### src/rtl/pld_cell_pkg.sv
package pld_cell_pkg;

  typedef enum logic [2:0] {
    M_INVALID  = 3'd0,
    M_DEDIN    = 3'd1,
    M_COMB     = 3'd2,
    M_COMBFB   = 3'd3,
    M_REG      = 3'd4,
    M_REGCOMB  = 3'd5
  } cell_mode_e;

  // Code order is {seq_n, arch_shared, arch_cell}
  function automatic cell_mode_e decode_mode(input logic s, input logic a0, input logic a1);
    case ({s, a0, a1})
      3'b101:  return M_DEDIN;
      3'b100:  return M_COMB;
      3'b111:  return M_COMBFB;
      3'b010:  return M_REG;
      3'b011:  return M_REGCOMB;
      default: return M_INVALID;
    endcase
  endfunction

endpackage

### src/rtl/pld_mode_decode.sv
module pld_mode_decode
  import pld_cell_pkg::*;
(
  input  logic       seq_n,
  input  logic       arch_shared,
  input  logic       arch_cell,
  output cell_mode_e mode,
  output logic       pt_enable,
  output logic       nbr_route
);

  always_comb begin
    mode      = decode_mode(seq_n, arch_shared, arch_cell);
    pt_enable = (mode == M_COMBFB) || (mode == M_REGCOMB);
    nbr_route = (mode == M_DEDIN) || (mode == M_COMB);
  end

  always_comb begin
    if (mode == M_INVALID) begin
      assert ({seq_n, arch_shared, arch_cell} inside {3'b000, 3'b001, 3'b110})
        else $error("p_invalid_codes_r10: legal code decoded as invalid");
    end
  end

endmodule

### src/rtl/pld_sum_stage.sv
module pld_sum_stage #(
  parameter int N_TERMS = 8
) (
  input  logic [N_TERMS-1:0] terms,
  input  logic               drop_first,
  input  logic               invert,
  output logic               full_x,
  output logic               sel_x
);

  localparam int LAST = N_TERMS - 1;

  logic [N_TERMS-1:0] mask;

  generate
    for (genvar i = 0; i < N_TERMS; i++) begin : g_mask
      if (i == 0) begin : g_first
        assign mask[i] = ~drop_first;
      end else begin : g_rest
        assign mask[i] = 1'b1;
      end
    end
  endgenerate

  logic full_or, sel_or;

  always_comb begin
    full_or = |terms;
    sel_or  = |(terms & mask);
    full_x  = full_or ^ invert;
    sel_x   = sel_or ^ invert;
  end

  always_comb begin
    if (drop_first && terms[0] && (terms[LAST:1] == '0)) begin
      assert (sel_x == invert)
        else $error("p_first_excluded_r6: enable term leaked into the sum");
    end
  end

endmodule

### src/rtl/pld_out_reg.sv
module pld_out_reg (
  input  logic clk,
  input  logic rst,
  input  logic d,
  output logic q
);

  always_ff @(posedge clk) begin
    if (rst) q <= 1'b0;
    else     q <= d;
  end

  p_capture_r7: assert property (@(posedge clk) disable iff (rst)
    1'b1 |=> (q == $past(d)))
    else $error("p_capture_r7");

  p_clear_r9: assert property (@(posedge clk)
    rst |=> (q == 1'b0))
    else $error("p_clear_r9");

endmodule

### src/rtl/pld_out_cell.sv
module pld_out_cell
  import pld_cell_pkg::*;
#(
  parameter int N_TERMS = 8
) (
  input  logic               clk,
  input  logic               rst,
  input  logic [N_TERMS-1:0] terms,
  input  logic               seq_n,
  input  logic               arch_shared,
  input  logic               arch_cell,
  input  logic               invert,
  input  logic               oe_shared,
  input  logic               pad_in,
  input  logic               nbr_pad_in,
  input  logic               nbr_arch_cell,
  output logic               pad_out,
  output logic               pad_oe,
  output logic               fb_out
);

  cell_mode_e mode;
  logic       pt_enable, nbr_route;
  logic       full_x, sel_x, q_state;

  pld_mode_decode u_dec (
    .seq_n       (seq_n),
    .arch_shared (arch_shared),
    .arch_cell   (arch_cell),
    .mode        (mode),
    .pt_enable   (pt_enable),
    .nbr_route   (nbr_route)
  );

  pld_sum_stage #(.N_TERMS(N_TERMS)) u_sum (
    .terms      (terms),
    .drop_first (pt_enable),
    .invert     (invert),
    .full_x     (full_x),
    .sel_x      (sel_x)
  );

  pld_out_reg u_reg (
    .clk (clk),
    .rst (rst),
    .d   (full_x),
    .q   (q_state)
  );

  always_comb begin
    pad_out = ~sel_x;
    pad_oe  = 1'b0;
    fb_out  = 1'b0;
    case (mode)
      M_DEDIN: begin
        fb_out = nbr_route & nbr_arch_cell & nbr_pad_in;
      end
      M_COMB: begin
        pad_oe = 1'b1;
        fb_out = nbr_route & nbr_arch_cell & nbr_pad_in;
      end
      M_COMBFB, M_REGCOMB: begin
        pad_oe = terms[0];
        fb_out = pad_in;
      end
      M_REG: begin
        pad_out = ~q_state;
        pad_oe  = oe_shared;
        fb_out  = q_state;
      end
      default: begin
        pad_oe = 1'b0;
        fb_out = 1'b0;
      end
    endcase
  end

  p_dedin_off_r4: assert property (@(posedge clk) disable iff (rst)
    (mode == M_DEDIN) |-> !pad_oe)
    else $error("p_dedin_off_r4");

  p_comb_on_r5: assert property (@(posedge clk) disable iff (rst)
    (mode == M_COMB) |-> pad_oe)
    else $error("p_comb_on_r5");

  p_pt_enable_r6: assert property (@(posedge clk) disable iff (rst)
    pt_enable |-> (pad_oe == terms[0] && fb_out == pad_in))
    else $error("p_pt_enable_r6");

  p_reg_view_r7: assert property (@(posedge clk) disable iff (rst)
    (mode == M_REG) |-> (fb_out == q_state && pad_out != q_state))
    else $error("p_reg_view_r7");

  p_invalid_quiet_r10: assert property (@(posedge clk) disable iff (rst)
    (mode == M_INVALID) |-> (!pad_oe && !fb_out))
    else $error("p_invalid_quiet_r10");

endmodule

### config.mk
export PLATFORM = sky130hd
export DESIGN_NAME = pld_out_cell
export DESIGN_NICKNAME = d
export VERILOG_FILES = /design/src/rtl/pld_cell_pkg.sv /design/src/rtl/pld_mode_decode.sv /design/src/rtl/pld_sum_stage.sv /design/src/rtl/pld_out_reg.sv /design/src/rtl/pld_out_cell.sv
export SDC_FILE = /design/constraint.sdc
export NUM_CORES = 1
export LEC_CHECK = 0
export BUFFER_PORTS_ARGS = -buffer_cell sky130_fd_sc_hd__buf_2
export CORE_AREA = 2 2 39 41
export DETAILED_ROUTE_END_ITERATION = 16
export DIE_AREA = 0 0 41 43
export PLACE_DENSITY = 0.47
export SETUP_SLACK_MARGIN = 0.02
export SKIP_LAST_GASP = 1
export SLEW_MARGIN = 30
export SYNTH_ARGS = -nofsm -noshare
export SYNTH_HDL_FRONTEND = slang
export SYNTH_SLANG_ARGS = --single-unit
### constraint.sdc
create_clock -name clk -period 2.55 [get_ports clk]
set_input_delay 0.255 -clock clk [delete_from_list [all_inputs] [get_ports clk]]
set_output_delay 0.255 -clock clk [all_outputs]
set_load 0.05 [all_outputs]
# After elaboration in Yosys (flattened, before gate mapping)

Cells that the tools add are included.

Bits in registers: 1
Bits of input ports: 18
Output and inout port bits: 3
Word-level logic and storage cells: 29

Equality and inequality tests: 10
Muxes and demuxes: 4
Bitwise gates (word level): 8
Reductions and logical operators: 6

Operators with widths:

| cell                                                                  | number |
|---|---|
| 8-bit OR reduction                                                    | 2 |
| 3-bit equality test, second input constant                            | 5 |
| 3-bit case mux with 5 select lines                                    | 1 |
| 3-bit by 2-bit equality test with 1-bit output, second input constant | 4 |
| 8-bit bitwise AND                                                     | 1 |
| 1-bit case mux with 3 select lines                                    | 2 |
| 2-bit OR reduction                                                    | 2 |
| 3-bit by 1-bit equality test with 1-bit output, second input constant | 1 |
| 1-bit NOT                                                             | 3 |
| 1-bit bitwise AND                                                     | 2 |
| 1-bit logical OR                                                      | 2 |
| 1-bit XOR                                                             | 2 |
| 1-bit two-way mux                                                     | 1 |

# Depth between registers and ports, before layout

Gate-level depths: netlist of run 1.

Depth after elaboration: 10
Depth in mapped cells: 3

# Cells and area by module

From an unflattened synthesis of run 1, not the netlist that was laid out.

Cells, all modules: 29
Area total of the unflattened synthesis: 227.7 um^2

By module, submodules not included:

| module          | times used | cells an instance | area an instance (um^2) | sequential area each (um^2) |
|---|---|---|---|---|
| pld_out_cell    | 1          | 14                | 86.3                    | 0.0 |
| pld_sum_stage   | 1          | 7                 | 66.3                    | 0.0 |
| pld_mode_decode | 1          | 6                 | 41.3                    | 0.0 |
| pld_out_reg     | 1          | 2                 | 33.8                    | 20.0 |

# Worst setup path before layout of run 1

Ideal clock, no wire load.

Path type: input to output
Start: input port terms[5]
End: output port pad_out
Data arrival time: 2.135 ns
Path slack: 0.160 ns
Stages: 3
Path buffers: 0
Path through: or4_4 or4_1 a31oi_1

Cells in the longest elaborated chain, start to end: 5

RTL lines:

| item               | line                | text |
|---|---|---|
| from (decl)        | pld_out_cell.sv:8   | `input logic [N_TERMS-1:0] terms,` |
| 8-bit bitwise AND  | pld_sum_stage.sv:29 | `sel_or = \|(terms & mask);` |
| 8-bit OR reduction | pld_sum_stage.sv:29 |  |
| 1-bit XOR          | pld_sum_stage.sv:31 | `sel_x = sel_or ^ invert;` |
| 1-bit NOT          | pld_out_cell.sv:51  | `pad_out = ~sel_x;` |
| 1-bit two-way mux  | pld_out_cell.sv:54  | `case (mode)` |
| to (decl)          | pld_out_cell.sv:17  | `output logic pad_out,` |

Every way passes these cells.

# Worst setup path in the final report of run 1

Ends and elaborated chain as after synthesis.

==> results of run 1 <==
-- logic make-up (layout without fill, tap and decap cells) --
| logic type | count (synthesis) | count (layout) |
|---|---|---|
| and+or+nand+nor | 11 | 11 |
| AOI/OAI and AO/OA | 6 | 6 |
| muxes | 2 | 2 |
| DFF | 1 | 1 |
| buffers and inverters | 1 | 21 |
-- synthesized netlist by cell type, drive strengths merged --
cell type and count:
mux2i 2, nand3 2, nor2 2, or4 2
a21boi 1, a22oi 1, a31oi 1, dfxtp 1
inv 1, nor2b 1, nor3 1, nor4 1
o21ai 1, o31a 1, o31ai 1, or3 1
or3b 1
-- stage by stage --
step / setup WS (ns) / area, sq um / hold WS, ns
4_1_cts: 0.432 / 277 / 0.422
6_report: 0.443 / 277 / 0.419
5_1_grt: 0.387 / 277 / 0.426
3_5_place_dp: 0.438 / 277 / 0.421
3_3_place_gp: 0.446 / 277 / 0.424
2_1_floorplan: 0.160 / 156 / 0.331
-- area by class of cell --
class	count	area, sq um	share of cell area
Multi-Input combinational cell	19	133	0.480
Timing Repair Buffer	20	100	0.362
Sequential cell	1	20.0	0.0724
Tap cell	16	20.0	0.0724
Inverter	1	3.75	0.0136
-- routing by layer --
layer / vias up / global-route usage / wire (um)
met5: - / 0 / 0
met4: 0 / 0 / 0
met3: 0 / 0.0105 / 100
met2: 19 / 0.0781 / 140
met1: 87 / 0.0730 / 195
li1: 125 / - / -
-- worst paths after layout --
| path | to | slack (ns) | depth (start not counted) |
|---|---|---|---|
| setup / recovery | pad_out | 0.44 | 5 |
| hold / removal | u_reg.q | 0.42 | 2 |
-- layout by cell type, fill, tap and decap left out, types with 2 or more instances in the layout --
cell and count:
buf_2 20, nor2_1 2, nand3_1 2, mux2i_1 2
-- power groups by stage --
stage                     sequential [mW]  combinational, mW  clock [mW]
after global placement             0.0173             0.0442           0
after detailed placement           0.0173             0.0444           0
after floorplan                    0.0172             0.0241           0
after global routing               0.0174             0.0486           0
final                              0.0173             0.0439           0
after CTS                          0.0173             0.0444           0
==> reports/qor.txt, run 1 <==
largest family of logic cells by synthesized area - simple AND/OR/NAND/NOR gates
synth warn - 0
Synth area leaders - dfxtp_1 13%, mux2i_1 13%, or4_4 7.2%, nand3_1 6.4%, o31a_2 6.4%
CP Capture Type - primary output
initial core utilization - 0.113
Leak Pwr - 0.130 nW
number of global-route vias before repair - 205
CP cell instances - buf_2, or4_4, or4_1, a31oi_1, buf_2
Synth area leader - dfxtp_1
slowest CP cell - or4_4
top-area cell type share of the netlist area - 0.128
Worst-path clk slew - 0 ns
CP delay by family, top - simple AND/OR/NAND/NOR gates
Synth Area in XOR/XNOR - 0
area growth from synthesis to layout - 76.8%
starting DRC count in detailed routing - 0
die height - 43 um
first-pass GRT wire length - 676 um
Top Registers - u_reg.q x1
# placed instances - 57
Vias - 231
Hold WC Path Type - in -> reg
Hold Vio Cnt, Final - 0
highest ir drop seen on vdd - 0.0000652 V
total of max-cap violations - 0
Slew HR - 0.839
Synth Instances - 21
Layout fillers - 162
number of synthesized register bits - 1
First-pass DRT Iterations - 1
Worst-Margin Slew - 0.239 ns
CP Launch Type - input pin
Achievable Freq - 475 MHz
Power, Total - 0.0611 mW
# nets final - 61
register area share after synthesis - 0.128
clock share of power - 0
Syn Std Cell Area - 156 sq um
Comb power frac - 0.718
critical path startpoint - terms[5]
Synth Area in Compound Gates - 0.280
boundary pin count - 21
synth unique cells - 18
Die Span X - 41 um
CTS Hold Bufs - 0
Min-Delay Startpoint - rst
WL per Instance - 7.65 um
most flop-heavy register - u_reg.q
CP arrival - 1.85 ns
period utilization - 0.826
Power Density - 221 mW/mm^2
fin crit period - 2.11 ns
max FFs per register - 1
Int Power - 0.0353 mW
critical path's most frequent cell - buf_2
crit-path max FO - 4
initial antenna violation count - 0
Post-Synth Adder-Cell Area - 0
worst stage delay on the critical path - 0.54 ns
Placer Congestion - 0.621
core outline area - 0.00138 sq mm
sw power - 0.0258 mW
Post-Syn Nets - 39
CTS resizes - 0
setup TNS - 0 ns
Crit Path Class - in -> out
die area - 0.00176 sq mm
drt total wl - 436 um
grt ovf - 0
Avg Cell Area, Syn - 7.45 sq um
CP Buf/Inv Count - 2
proportion of synthesized area in mux cells - 0.128
# Post-CTS Setup Buffers - 0
Routed Antenna Nets - 0
Cell Rows - 14
n_diodes - 0
RSZ-0062 raised after global routing - no
fin cells - 57
CP Data Required Time - 2.30 ns
largest net degree at the start of global routing - 7
gr usage total - 0.0500
DRC viols - 0
Net Sw Frac - 0.422
post-DR vias/cell - 4.05
Seq pwr share - 0.282
Slew Limit Fails - 0
layout cells sized above 1 - 0.561
post-synthesis simple-gate area fraction - 0.440
setup violators final - 0
# port buffers - 20
status - finished clean
utilization after layout - 0.200
Power figures use the tool's default switching activity.
==> inputs of run 2 (changes only) <==
--- a/config.mk
+++ b/config.mk
@@ -5,11 +5,12 @@
 export SDC_FILE = /design/constraint.sdc
 export NUM_CORES = 1
 export LEC_CHECK = 0
+export ABC_AREA = 1
 export BUFFER_PORTS_ARGS = -buffer_cell sky130_fd_sc_hd__buf_2
 export CORE_AREA = 2 2 39 41
 export DETAILED_ROUTE_END_ITERATION = 16
 export DIE_AREA = 0 0 41 43
-export PLACE_DENSITY = 0.47
+export PLACE_DENSITY = 0.49
 export SETUP_SLACK_MARGIN = 0.02
 export SKIP_LAST_GASP = 1
 export SLEW_MARGIN = 30
==> constraint.sdc (replaced) <==
create_clock -name clk -period 2.1 [get_ports clk]
set_input_delay 0.21 -clock clk [delete_from_list [all_inputs] [get_ports clk]]
set_output_delay 0.21 -clock clk [all_outputs]
set_load 0.05 [all_outputs]
==> reports/qor.txt, run 2 <==
status - finished clean
highest-count cells in the layout ignoring fill and taps - 20 x buf_2, 11 x nand2_1, 9 x inv_1, 7 x nor2_1, 5 x nand3_1
Worst-path clk slew - 0 ns (unchanged)
Seq pwr share - 0.254 (-0.028)
Vias - 283 (+23%)
initial core utilization - 0.137 (+0.0244)
clock share of power - 0 (unchanged)
number of global-route vias before repair - 254 (+24%)
die area - 0.00176 sq mm (unchanged)
Synth async-reset ratio - 0 (unchanged)
Layout fillers - 169 (+4.3%)
most common cell after layout, fill and taps aside - buf_2
Synth Instances - 39 (+86%)
gr busiest metal - met2
number of synthesized flops with an enable pin - 0 (unchanged)
CP cell instances - buf_2, nand2_2, nand3_1, inv_1, nand2_1, o311ai_1, buf_2
Cell Rows - 14 (unchanged)
WL per Instance - 6.95 um (-9.2%)
CP endpoint - pad_oe
met1 usage - 0.0794 (+0.00635)
CP arrival - 1.05 ns (-0.80 ns)
Power Density - 262 mW/mm^2 (+19%)
boundary pin count - 21 (unchanged)
DRC viols - 0 (unchanged)
synth warn - 0 (unchanged)
Syn Std Cell Area - 190 sq um (+22%)
initial antenna violation count - 0 (unchanged)
Worst-Margin Slew - 0.249 ns (+0.00965 ns)
starting DRC count in detailed routing - 4 (+4)
# Post-CTS Setup Buffers - 0 (unchanged)
Primary FF master, synth - dfxtp_1
WP depth - 7 (+2)
CTS resizes - 0 (unchanged)
most flop-heavy register - u_reg.q
setup violators final - 0 (unchanged)
Routed Antenna Nets - 0 (unchanged)
CP Data Required Time - 1.89 ns (-0.41 ns)
Placer Congestion - 0.687 (+11%)
CP Launch Type - input pin
CP delay by family, top - buffers and inverters
Setup WS post-layout - 0.843 ns (+0.400 ns)
worst stage delay on the critical path - 0.30 ns (-0.24 ns)
core outline area - 0.00138 sq mm (unchanged)
critical path startpoint - arch_shared
# port buffers - 20 (unchanged)
CTS Hold Bufs - 0 (unchanged)
sw power - 0.0385 mW (+49%)
Int Power - 0.0429 mW (+22%)
Synth area leader - nand2_1
First-pass DRT Iterations - 2 (+1)
Hold Vio Cnt, Final - 0 (unchanged)
Post-Syn Nets - 57 (+46%)
n_diodes - 0 (unchanged)
Net Sw Frac - 0.473 (+0.0501)
drt total wl - 521 um (+19%)
largest net degree at the start of global routing - 5 (-2)
met2 GRT Util - 0.125 (+0.0469)
Die Span X - 41 um (unchanged)
Crit Path Class - in -> out
Hold WC Path Type - in -> reg
highest ir drop seen on vdd - 0.0000798 V (+22%)
slowest CP cell - buf_2
layout cells sized above 1 - 0.390 (-0.171)
Slew Limit Fails - 0 (unchanged)
met3 track demand over resource - 0 (-0.0105)
critical path's most frequent cell - buf_2
setup TNS - 0 ns (unchanged)
number of synthesized register bits - 1 (unchanged)
post-DR vias/cell - 3.77 (-6.9%)
die height - 43 um (unchanged)
total of max-cap violations - 0 (unchanged)
synth unique cells - 10 (-8)
crit-path max FO - 4 (unchanged)
grt ovf - 0 (unchanged)
# nets final - 79 (+30%)
register area share after synthesis - 0.105 (-0.0227)
CP Buf/Inv Count - 3 (+1)
Leak Pwr - 0.198 nW (+52%)
area growth from synthesis to layout - 63.2%
Slew HR - 0.835 (-0.00386)
RSZ-0062 raised after global routing - no
period utilization - 0.598
Top Registers - u_reg.q x1
gr usage total - 0.0650 (+0.0150)
Post-synth top cells - 11 x nand2_1, 9 x inv_1, 7 x nor2_1, 5 x nand3_1, 2 x nor2_2
top-count cell post-synth - nand2_1
Comb power frac - 0.746 (+0.028)
CP Capture Type - primary output
Avg Cell Area, Syn - 4.88 sq um (-35%)
Synth area leaders - nand2_1 22%, inv_1 18%, nor2_1 14%, nand3_1 13%, dfxtp_1 11%
Achievable Freq - 796 MHz
first-pass GRT wire length - 876 um (+30%)
max FFs per register - 1 (unchanged)
Post-DP HPWL - 481 um
top-area cell type share of the netlist area - 0.217 (+0.0891)
worst slack, placed - 0.840 ns (+0.403 ns)
fin crit period - 1.26 ns
Power, Total - 0.0814 mW (+33%)
[run 2: worst min path at each step]
stage / startpoint / to / slack, ns / cells after the start
detailed placement: rst / u_reg.q / 0.37 / 2
floorplan: rst / u_reg.q / 0.28 / 1
global route: rst / u_reg.q / 0.38 / 2
finish: rst / u_reg.q / 0.37 / 2
CTS: rst / u_reg.q / 0.37 / 2
global placement: rst / u_reg.q / 0.37 / 2
[run 2: power groups by stage]
stage / clock (mW) / sequential, mW / combinational (mW)
2_1_floorplan: 0 / 0.0206 / 0.0350
3_5_place_dp: 0 / 0.0207 / 0.0613
4_1_cts: 0 / 0.0207 / 0.0616
5_1_grt: 0 / 0.0207 / 0.0687
6_report: 0 / 0.0207 / 0.0607
3_3_place_gp: 0 / 0.0207 / 0.0606
[run 2: logic make-up after synthesis]
| logic type | after synthesis | synth area share |
|---|---|---|
| AOI/OAI and AO/OA | 2 | 0.0855 |
| and+or+nand+nor | 26 | 0.586 |
| DFF | 1 | 0.105 |
| buffers and inverters | 9 | 0.178 |
| xor gates and xnor gates | 1 | 0.0461 |
[run 2: per-layer routing]
layer  vias up  share of wire
li1        158              -
met2        12           0.46
met4         0              0
met3         0           0.10
met1       113           0.44
met5         -              0
[run 2: cell type report]
cell class / instances / area, sq um / area share
timing repair buffer: 20 / 100 / 0.323
inverter: 9 / 33.8 / 0.109
multi-input combinational: 29 / 136 / 0.440
tap: 16 / 20.0 / 0.0645
sequential: 1 / 20.0 / 0.0645
[run 2: per-stage QoR]
step	cells	instance area [sq um]	util	hold slack, ns
after floorplan	39	190	-	0.282
after global placement	75	310	0.224	0.368
after detailed placement	75	310	0.224	0.373
after CTS	75	310	0.224	0.373
after global routing	75	310	0.224	0.376
final	75	310	0.224	0.370
==> inputs of run 3 (changes only) <==
--- a/config.mk
+++ b/config.mk
@@ -10,7 +10,7 @@
 export CORE_AREA = 2 2 39 41
 export DETAILED_ROUTE_END_ITERATION = 16
 export DIE_AREA = 0 0 41 43
-export PLACE_DENSITY = 0.49
+export PLACE_DENSITY = 0.51
 export SETUP_SLACK_MARGIN = 0.02
 export SKIP_LAST_GASP = 1
 export SLEW_MARGIN = 30
==> constraint.sdc (replaced) <==
create_clock -name clk -period 1 [get_ports clk]
set_input_delay 0.1 -clock clk [delete_from_list [all_inputs] [get_ports clk]]
set_output_delay 0.1 -clock clk [all_outputs]
set_load 0.05 [all_outputs]
==> reports/qor.txt, run 3 (same netlist as run 2, synthesis figures left out) <==
status - finished clean
Post-DP HPWL - 513 um (+6.8%)
Cell Rows - 14 (unchanged)
Power Density - 528 mW/mm^2 (+100%)
Vias - 309 (+9.2%)
number of global-route vias before repair - 260 (+2.4%)
Min-Delay Startpoint - rst
worst stage delay on the critical path - 0.15 ns (-0.15 ns)
Setup WS post-layout - 0.0671 ns (-0.776 ns)
most flop-heavy register - u_reg.q
area growth from synthesis to layout - 121%
die area - 0.00176 sq mm (unchanged)
Achievable Freq - 1070 MHz
# nets final - 82 (+3.8%)
sw power - 0.0946 mW (+150%)
First-pass DRT Iterations - 4 (+2)
crit-path max FO - 2 (-2)
Worst-Margin Slew - 0.238 ns (-0.0106 ns)
Die Span X - 41 um (unchanged)
CP arrival - 0.83 ns (-0.22 ns)
worst hold slack - 0.262 ns (-0.108 ns)
Seq pwr share - 0.196 (-0.058)
worst slack, placed - -0.0315 ns (-0.872 ns)
Worst-path clk slew - 0 ns (unchanged)
Cell Area, Placed - 340 sq um (+9.7%)
Top Registers - u_reg.q x1
RSZ-0062 raised after global routing - yes
DRC viols - 0 (unchanged)
boundary pin count - 21 (unchanged)
starting DRC count in detailed routing - 2 (-2)
Slew HR - 0.841 (+0.00565)
Placer Congestion - 0.661 (-3.7%)
period utilization - 0.933
first-pass GRT wire length - 807 um (-7.9%)
Routed Antenna Nets - 0 (unchanged)
most common cell after layout, fill and taps aside - buf_2
design area - 420 sq um (+35%)
core outline area - 0.00138 sq mm (unchanged)
slowest CP cell - buf_6
Hold WC Path Type - in -> reg
CP Launch Type - input pin
Net Sw Frac - 0.426 (-0.0466)
Slew Limit Fails - 0 (unchanged)
# port buffers - 20 (unchanged)
post-DR vias/cell - 3.96 (+5.0%)
layout cells sized above 1 - 0.597 (+0.207)
Crit Path Class - in -> out
Hold Vio Cnt, Final - 0 (unchanged)
CP Buf/Inv Count - 3 (unchanged)
max FFs per register - 1 (unchanged)
WL per Instance - 7.23 um (+4.1%)
CP Capture Type - primary output
largest net degree at the start of global routing - 4 (-1)
n_diodes - 0 (unchanged)
drt total wl - 564 um (+8.3%)
clock share of power - 0 (unchanged)
initial antenna violation count - 0 (unchanged)
# Post-CTS Setup Buffers - 0 (unchanged)
CP delay by family, top - simple AND/OR/NAND/NOR gates
Int Power - 0.127 mW (+200%)
hold path endpoint - u_reg.q
fin crit period - 0.933 ns
highest-count cells in the layout ignoring fill and taps - 12 x buf_2, 10 x nand2_1, 8 x buf_6, 5 x inv_1
setup violators final - 0 (unchanged)
die height - 43 um (unchanged)
critical path's most frequent cell - nand2_1
grt ovf - 0 (unchanged)
Layout fillers - 156 (-7.7%)
CTS Hold Bufs - 0 (unchanged)
gr usage total - 0.0601 (-0.00494)
CP cell instances - buf_2, inv_1, nand2_1, nor2_2, nand3_2, nand2_1, nand3_1, nand2_1, buf_6
initial core utilization - 0.137 (unchanged)
total of max-cap violations - 0 (unchanged)
Leak Pwr - 0.226 nW (+14%)
highest ir drop seen on vdd - 0.000129 V (+61%)
Comb power frac - 0.804 (+0.058)
hold depth - 2 (unchanged)
CP Data Required Time - 0.90 ns (-0.99 ns)
[run 3: worst max path at each step]
stage / cells past startpoint / end / from
after floorplan: 2 / fb_out / u_reg.q
after global placement: 7 / pad_oe / arch_shared
after detailed placement: 7 / pad_oe / arch_shared
after CTS: 7 / pad_oe / arch_shared
after global routing: 9 / pad_out / terms[2]
final: 9 / pad_out / terms[2]
[run 3: final cells by class]
cell class                 instances  area (sq um)  share of cell area
tap                               16          20.0              0.0476
multi-input combinational         29           174               0.414
inverter                           9          33.8              0.0804
timing repair buffer              23           173               0.411
sequential                         1          20.0              0.0476
[run 3: power groups by stage]
| stage | logic [mW] | registers, mW | clock network [mW] |
|---|---|---|---|
| detailed placement | 0.141 | 0.0435 | 0 |
| finish | 0.179 | 0.0434 | 0 |
| global placement | 0.139 | 0.0434 | 0 |
| global route | 0.194 | 0.0435 | 0 |
| floorplan | 0.0762 | 0.0433 | 0 |
| CTS | 0.148 | 0.0435 | 0 |
[run 3: stage by stage]
step	total power, mW	setup TNS, ns	std cells	utilization
after global routing	0.238	-0.0216	78	0.304
after global placement	0.182	-0.0426	78	0.246
final	0.222	0	78	0.304
after detailed placement	0.184	-0.0671	78	0.246
after CTS	0.191	0	78	0.251
after floorplan	0.120	-0.215	39	-
[run 3: metal layers]
layer	routed length, um	share of wire	vias up	GRT usage
li1	-	-	165	-
met1	199	0.35	130	0.0605
met2	305	0.54	14	0.128
met3	59	0.10	0	0
met4	0	0	0	0
met5	0	0	-	0
[run 3: repair_timing]
item                                    CTS  global route
gates resized for setup                   3            20
endpoints found under the setup margin    3             3
pin swaps                                 0            14
